$ cat config.mk
export PLATFORM = sky130hd
export DESIGN_NAME = amp_win_ctrl
export DESIGN_NICKNAME = d
export VERILOG_FILES = /design/src/rtl/amp_win_pkg.sv /design/src/rtl/amp_win_regs.sv /design/src/rtl/amp_win_bias.sv /design/src/rtl/amp_win_hunt.sv /design/src/rtl/amp_win_fsm.sv /design/src/rtl/amp_win_ctrl.sv
export SDC_FILE = /design/constraint.sdc
export NUM_CORES = 1
export LEC_CHECK = 0
export ABC_AREA = 1
export CAP_MARGIN = 20
export CORE_MARGIN = 4
export CORE_UTILIZATION = 50
export DETAILED_ROUTE_END_ITERATION = 6
export PLACE_DENSITY = 0.84
export SYNTH_ARGS = -nofsm -noshare
export SYNTH_HDL_FRONTEND = slang
export SYNTH_SLANG_ARGS = --single-unit
$ cat constraint.sdc
create_clock -name clk_i -period 2 [get_ports clk_i]
set_input_delay 0.4 -clock clk_i [delete_from_list [all_inputs] [get_ports clk_i]]
set_output_delay 0.4 -clock clk_i [all_outputs]
set_load 0.01 [all_outputs]
$ cat src/rtl/amp_win_pkg.sv
package amp_win_pkg;

  typedef enum logic [1:0] {
    ST_IDLE = 2'd0,
    ST_RUN  = 2'd1,
    ST_DONE = 2'd2
  } ctl_state_e;

  typedef struct packed {
    logic lock;
    logic hunt;
    logic flag;
  } end_stat_t;

endpackage

$ cat src/rtl/amp_win_regs.sv
module amp_win_regs #(
  parameter int unsigned REF_W  = 4,
  parameter int unsigned LO_RST = 4,
  parameter int unsigned HI_RST = 12
) (
  input  logic             clk_i,
  input  logic             rst_ni,
  input  logic             we_i,
  input  logic             sel_hi_i,
  input  logic [REF_W-1:0] data_i,
  input  logic             hold_i,
  output logic [REF_W-1:0] lo_o,
  output logic [REF_W-1:0] hi_o
);

  logic [REF_W-1:0] lo_q, hi_q;
  logic             lo_ok, hi_ok;

  // keep strict ordering lo < hi
  assign lo_ok = data_i < hi_q;
  assign hi_ok = data_i > lo_q;

  always_ff @(posedge clk_i or negedge rst_ni) begin
    if (!rst_ni) begin
      lo_q <= LO_RST[REF_W-1:0];
      hi_q <= HI_RST[REF_W-1:0];
    end else if (we_i && !hold_i) begin
      if (sel_hi_i) begin
        if (hi_ok) hi_q <= data_i;
      end else begin
        if (lo_ok) lo_q <= data_i;
      end
    end
  end

  assign lo_o = lo_q;
  assign hi_o = hi_q;

endmodule

$ cat src/rtl/amp_win_bias.sv
module amp_win_bias #(
  parameter int unsigned BIAS_W   = 6,
  parameter int unsigned BIAS_RST = 32
) (
  input  logic              clk_i,
  input  logic              rst_ni,
  input  logic              step_i,
  input  logic              dn_i,
  output logic [BIAS_W-1:0] code_o,
  output logic              at_min_o,
  output logic              at_max_o
);

  localparam logic [BIAS_W-1:0] CODE_MAX = '1;
  localparam logic [BIAS_W-1:0] CODE_ONE = BIAS_W'(1);

  logic [BIAS_W-1:0] code_q;

  assign at_min_o = (code_q == '0);
  assign at_max_o = (code_q == CODE_MAX);

  always_ff @(posedge clk_i or negedge rst_ni) begin
    if (!rst_ni) begin
      code_q <= BIAS_RST[BIAS_W-1:0];
    end else if (step_i) begin
      if (dn_i) begin
        if (!at_min_o) code_q <= code_q - CODE_ONE;
      end else begin
        if (!at_max_o) code_q <= code_q + CODE_ONE;
      end
    end
  end

  assign code_o = code_q;

endmodule

$ cat src/rtl/amp_win_hunt.sv
module amp_win_hunt #(
  parameter int unsigned HUNT_LIMIT = 4
) (
  input  logic clk_i,
  input  logic rst_ni,
  input  logic clr_i,
  input  logic req_i,
  input  logic dn_i,
  output logic hit_o
);

  localparam int unsigned REV_W = $clog2(HUNT_LIMIT + 1);
  localparam logic [REV_W-1:0] REV_LAST = REV_W'(HUNT_LIMIT - 1);
  localparam logic [REV_W-1:0] REV_ONE  = REV_W'(1);

  logic             have_dir_q;
  logic             last_dn_q;
  logic [REV_W-1:0] rev_q;
  logic             reversal;

  assign reversal = req_i && have_dir_q && (dn_i != last_dn_q);
  assign hit_o    = reversal && (rev_q == REV_LAST);

  always_ff @(posedge clk_i or negedge rst_ni) begin
    if (!rst_ni) begin
      have_dir_q <= 1'b0;
      last_dn_q  <= 1'b0;
      rev_q      <= '0;
    end else if (clr_i) begin
      have_dir_q <= 1'b0;
      last_dn_q  <= 1'b0;
      rev_q      <= '0;
    end else if (req_i) begin
      have_dir_q <= 1'b1;
      last_dn_q  <= dn_i;
      if (reversal) rev_q <= rev_q + REV_ONE;
    end
  end

endmodule

$ cat src/rtl/amp_win_fsm.sv
module amp_win_fsm
  import amp_win_pkg::*;
#(
  parameter int unsigned SETTLE_W = 8
) (
  input  logic                clk_i,
  input  logic                rst_ni,
  input  logic                start_i,
  input  logic [SETTLE_W-1:0] settle_i,
  input  logic                hi_i,
  input  logic                lo_i,
  input  logic                at_min_i,
  input  logic                at_max_i,
  input  logic                hit_i,
  output logic                step_o,
  output logic                dn_o,
  output logic                req_o,
  output logic                clr_o,
  output logic                busy_o,
  output logic                done_o,
  output end_stat_t           stat_o
);

  localparam logic [SETTLE_W-1:0] CNT_ONE = SETTLE_W'(1);

  ctl_state_e          state_q;
  logic [SETTLE_W-1:0] cnt_q;
  end_stat_t           stat_q;
  logic                decide, both, none, sat;

  assign decide = (state_q == ST_RUN) && (cnt_q == '0) && !start_i;
  assign both   = hi_i && lo_i;
  assign none   = !hi_i && !lo_i;
  assign dn_o   = hi_i;
  assign sat    = hi_i ? at_min_i : at_max_i;
  assign req_o  = decide && !both && !none;
  assign step_o = req_o && !hit_i && !sat;
  assign clr_o  = start_i;

  always_ff @(posedge clk_i or negedge rst_ni) begin
    if (!rst_ni) begin
      state_q <= ST_IDLE;
      cnt_q   <= '0;
      stat_q  <= '0;
    end else if (start_i) begin
      state_q <= ST_RUN;
      cnt_q   <= settle_i;
      stat_q  <= '0;
    end else if (state_q == ST_RUN) begin
      if (cnt_q != '0) begin
        cnt_q <= cnt_q - CNT_ONE;
      end else if (both) begin
        state_q     <= ST_DONE;
        stat_q.flag <= 1'b1;
      end else if (none) begin
        state_q     <= ST_DONE;
        stat_q.lock <= 1'b1;
      end else if (hit_i) begin
        state_q     <= ST_DONE;
        stat_q.hunt <= 1'b1;
      end else if (sat) begin
        state_q <= ST_DONE;
      end else begin
        cnt_q <= settle_i;
      end
    end
  end

  assign busy_o = (state_q == ST_RUN);
  assign done_o = (state_q == ST_DONE);
  assign stat_o = stat_q;

endmodule

$ cat src/rtl/amp_win_ctrl.sv
module amp_win_ctrl
  import amp_win_pkg::*;
#(
  parameter int unsigned BIAS_W     = 6,
  parameter int unsigned BIAS_RST   = 32,
  parameter int unsigned REF_W      = 4,
  parameter int unsigned REF_LO_RST = 4,
  parameter int unsigned REF_HI_RST = 12,
  parameter int unsigned SETTLE_W   = 8,
  parameter int unsigned HUNT_LIMIT = 4
) (
  input  logic                clk_i,
  input  logic                rst_ni,
  input  logic                start_i,
  input  logic [SETTLE_W-1:0] settle_cycles_i,
  input  logic                amp_hi_i,
  input  logic                amp_lo_i,
  input  logic                cfg_we_i,
  input  logic                cfg_sel_hi_i,
  input  logic [REF_W-1:0]    cfg_data_i,
  output logic [REF_W-1:0]    ref_lo_sel_o,
  output logic [REF_W-1:0]    ref_hi_sel_o,
  output logic [BIAS_W-1:0]   bias_code_o,
  output logic                busy_o,
  output logic                done_o,
  output logic                lock_o,
  output logic                hunt_err_o,
  output logic                flag_err_o
);

  logic      step, dn, req, clr, at_min, at_max, hit;
  end_stat_t stat;

  amp_win_regs #(
    .REF_W (REF_W),
    .LO_RST(REF_LO_RST),
    .HI_RST(REF_HI_RST)
  ) u_regs (
    .clk_i   (clk_i),
    .rst_ni  (rst_ni),
    .we_i    (cfg_we_i),
    .sel_hi_i(cfg_sel_hi_i),
    .data_i  (cfg_data_i),
    .hold_i  (busy_o),
    .lo_o    (ref_lo_sel_o),
    .hi_o    (ref_hi_sel_o)
  );

  amp_win_bias #(
    .BIAS_W  (BIAS_W),
    .BIAS_RST(BIAS_RST)
  ) u_bias (
    .clk_i   (clk_i),
    .rst_ni  (rst_ni),
    .step_i  (step),
    .dn_i    (dn),
    .code_o  (bias_code_o),
    .at_min_o(at_min),
    .at_max_o(at_max)
  );

  amp_win_hunt #(
    .HUNT_LIMIT(HUNT_LIMIT)
  ) u_hunt (
    .clk_i (clk_i),
    .rst_ni(rst_ni),
    .clr_i (clr),
    .req_i (req),
    .dn_i  (dn),
    .hit_o (hit)
  );

  amp_win_fsm #(
    .SETTLE_W(SETTLE_W)
  ) u_fsm (
    .clk_i   (clk_i),
    .rst_ni  (rst_ni),
    .start_i (start_i),
    .settle_i(settle_cycles_i),
    .hi_i    (amp_hi_i),
    .lo_i    (amp_lo_i),
    .at_min_i(at_min),
    .at_max_i(at_max),
    .hit_i   (hit),
    .step_o  (step),
    .dn_o    (dn),
    .req_o   (req),
    .clr_o   (clr),
    .busy_o  (busy_o),
    .done_o  (done_o),
    .stat_o  (stat)
  );

  assign lock_o     = stat.lock;
  assign hunt_err_o = stat.hunt;
  assign flag_err_o = stat.flag;

endmodule

==> results by group <==
Status
  • Status: complete, no violations

Logic synthesis
  • Post-synthesis net count: 305
  • Share of the synthesized area in the top cell type: 0.338
  • Multiplexer area fraction after synthesis: 0
  • Post-synth EDFFs: 0
  • Top post-synthesis cells by area: dfrtp_1 (34%), nand2_1 (12%), ha_1 (10%), o21ai_0 (6.5%), inv_1 (6.3%)
  • Ys Warns: 0
  • Mapped Cells: 268
  • #FFs+latches synth: 32
  • Synth Area in XOR/XNOR: 0.0549
  • Synthesized area: 2070 µm²
  • Adder-Cell Fraction of Synth Area: 0.112
  • Mean post-synth cell area: 7.74 µm²
  • Main synth FF type: dfrtp_1
  • Synth async-reset ratio: 1.00
  • Largest area contributor in the netlist: dfrtp_1
  • Seq/Total Area, Yosys: 0.388
  • Compound-Gate Fraction of Synth Area: 0.102
  • Main combinational cell family by area after synthesis: simple AND/OR/NAND/NOR gates
  • Synth Area in Simple Gates: 0.271
  • Yosys cell types: 26

Placement
  • GPL Wtd Cong: 0.872
  • Dpl ws: -0.236 ns
  • Dpl cell area: 2630 µm²
  • Port Buffers: 37
  • DP HPWL: 3.72 mm

Worst setup path
  • WP data required: 1.60 ns
  • Critical path fanouts, max: 4
  • WP data arrival: 1.47 ns
  • Startpoint types: flop
  • CP Class: reg -> out
  • Critical Path Sink Type: output pin

GRT
  • Wire length of the first global-routing pass: 8.45 mm
  • Grt ovf: 0
  • Met3 Track Usage GR: 0.0665
  • All-Layer GR Usage: 0.206
  • GRT busiest layer: met2
  • Initial antenna violation count: 0
  • Largest net degree at the start of global routing: 33
  • Grt met1 use: 0.243
  • Vias in the first global route: 1930
  • Global routing usage on met2: 0.353

Drt
  • Vias: 1963
  • Iteration-0 DRC count of the detailed router: 89
  • Routed Antenna Nets: 0
  • Routed length per instance: 13.2 µm
  • Post-Route WL: 4.99 mm
  • Drt via density: 5.18
  • Detailed-route DRC error count: 0
  • Drt first pass iters: 5

Layout
  • Nets: 365
  • Final Cell Area: 2810 µm²
  • Commonest non-fill, non-tap cell in the layout: nand2_1
  • Most frequent cells in the layout: nand2_1 (69), clkdlybuf4s50_1 (36), inv_1 (33)
  • N_diodes: 0
  • Area delta synth->final: 35.5%
  • Fraction of layout cells with a size suffix above 1: 0.140

STA
  • Max Slew Vio Count: 0
  • Final Worst Setup Slack: 0.127 ns
  • Slew headroom: 0.733
  • Final-report setup violation count: 0
  • Worst-Margin Slew: 0.401 ns
  • F_max: 534 MHz
  • Post-route setup TNS: 0 ns
  • RSZ-0062 raised after global routing: yes
  • Hold slack: 0.490 ns
  • Final Skew: 0.00588 ns
  • Fin crit period: 1.87 ns
  • Final critical-path share of the clock period: 0.937
  • Final hold violations: 0

Clock tree
  • Maximum clock path buffer count: 2
  • Clock Latency Late Sink: 0.29 ns
  • Root buffer cell: clkbuf_8
  • Reg clk slew, reported paths: 0.07 ns
  • CTS H-tree lvls: 2
  • CTS Sinks: 32
  • Total CTS buffers: 5
  • TritonCTS clock tree: done

Floorplanning
  • Die ar.: 5240 µm²
  • Initial Util: 0.519
  • # rows: 23
  • CORE AREA: 4000 µm²
  • I/O pin total: 38
  • Die Wd: 72.4 µm
  • Die height: 72.4 µm

Pwr
  • Switching Share: 0.364
  • P_int: 1.99 mW
  • Power Density: 1110 nW/µm²
  • Total net switching power: 1.14 mW
  • Max VDD drop: 591 µV
  • Clk pwr share: 0.219
  • Reg power frac: 0.346
  • Leak: 1.35 nW
  • Combinational Power Share: 0.436

Run
  • Max cap viols: 0

Min path
  • Hold/Removal Path Class: reg -> reg
[cells in the mapped netlist (2+ instances only)]
master    number
nand2_1       69
clkinv_1       2
nand4_1        2
nor2_4         2
dfstp_2        4
buf_2          2
xor2_1         6
dfrtp_1       28
xnor2_1        7
nand3_2        2
inv_1         35
nor2_1        22
a21oi_1        9
nor3_1         4
nand2_4        2
nand2_2        3
ha_1          17
nand3_1       18
o21ai_0       27
[routing by layer]
layer	vias up	wire, µm
met2	54	2450
met3	9	328
met5	-	0
met4	0	70
li1	990	-
met1	910	2130
[per-stage QoR]
stage	util	std cells	power (mW)
3_3_place_gp	0.658	371	2.34
4_1_cts	0.690	379	3.11
5_1_grt	0.703	379	3.38
2_1_floorplan	-	268	1.83
6_report	0.703	379	3.13
3_5_place_dp	0.658	371	2.40
[power by group through the flow]
stage / logic, mW / clock network [mW] / registers (mW)
finish: 1.36 / 0.684 / 1.08
detailed placement: 1.32 / 0 / 1.08
CTS: 1.34 / 0.696 / 1.08
global placement: 1.26 / 0 / 1.08
global route: 1.52 / 0.733 / 1.12
floorplan: 0.733 / 0 / 1.09
[area by class of cell]
type,instances,area (µm²)
Multi-Input combinational cell,197,1170
Timing Repair Buffer,55,508
Clock buffer,7,96.3
Fill cell,295,1190
Tap cell,50,62.6
Inverter,37,139
Sequential cell,32,806
Clock inverter,1,30.0
[cells by family after synthesis]
group | Yosys count
AND/OR/NAND/NOR | 126
AO/OA/AOI/OAI | 40
buffers and inverters | 39
flip-flops | 32
adder cells (fa/ha/maj) | 18
XOR/XNOR | 13
[worst max-delay path, cell delays in order, from the launching register on]
cell and delay [ns]:
dfrtp_1 0.43, nor2_4 0.19, clkdlybuf4s50_1 0.56
[flip-flops by register name, summed over array words and instances (netlist names)]
name,count
u_regs.lo_o,4
u_fsm.cnt_q,8
u_hunt.rev_q,3
u_bias.code_o,6
u_hunt.have_dir_q,1
u_fsm.state_q,2
u_hunt.last_dn_q,1
u_regs.hi_o,4
u_fsm.stat_o,3
[path summary, 6_finish.rpt]
kind                       slack [ns]                    startpoint                    endpoint  depth (start not counted)
max                              0.13  u_fsm.state_q[1]$_DFFE_PN0P_                      busy_o                          2
min                              0.49    u_fsm.cnt_q[0]$_DFFE_PN0P_  u_fsm.cnt_q[0]$_DFFE_PN0P_                          2
max reg2reg                      0.13    u_fsm.cnt_q[0]$_DFFE_PN0P_  u_fsm.cnt_q[5]$_DFFE_PN0P_                         12
min reg2reg                      0.49    u_fsm.cnt_q[0]$_DFFE_PN0P_  u_fsm.cnt_q[0]$_DFFE_PN0P_                          2
max in group asynchronous        1.17                        rst_ni  u_regs.hi_o[3]$_DFFE_PN1P_                          2
min in group asynchronous        0.50                        rst_ni  u_regs.hi_o[0]$_DFFE_PN0P_                          2
[repair_timing]
item	4_1_cts	5_1_grt
endpoints found under the hold margin	0	0
setup endpoints to repair	1	11
setup buffers	0	0
hold buffers	0	0
pin swaps	0	0
gates resized for setup	1	10
Power figures use the tool's default switching activity.
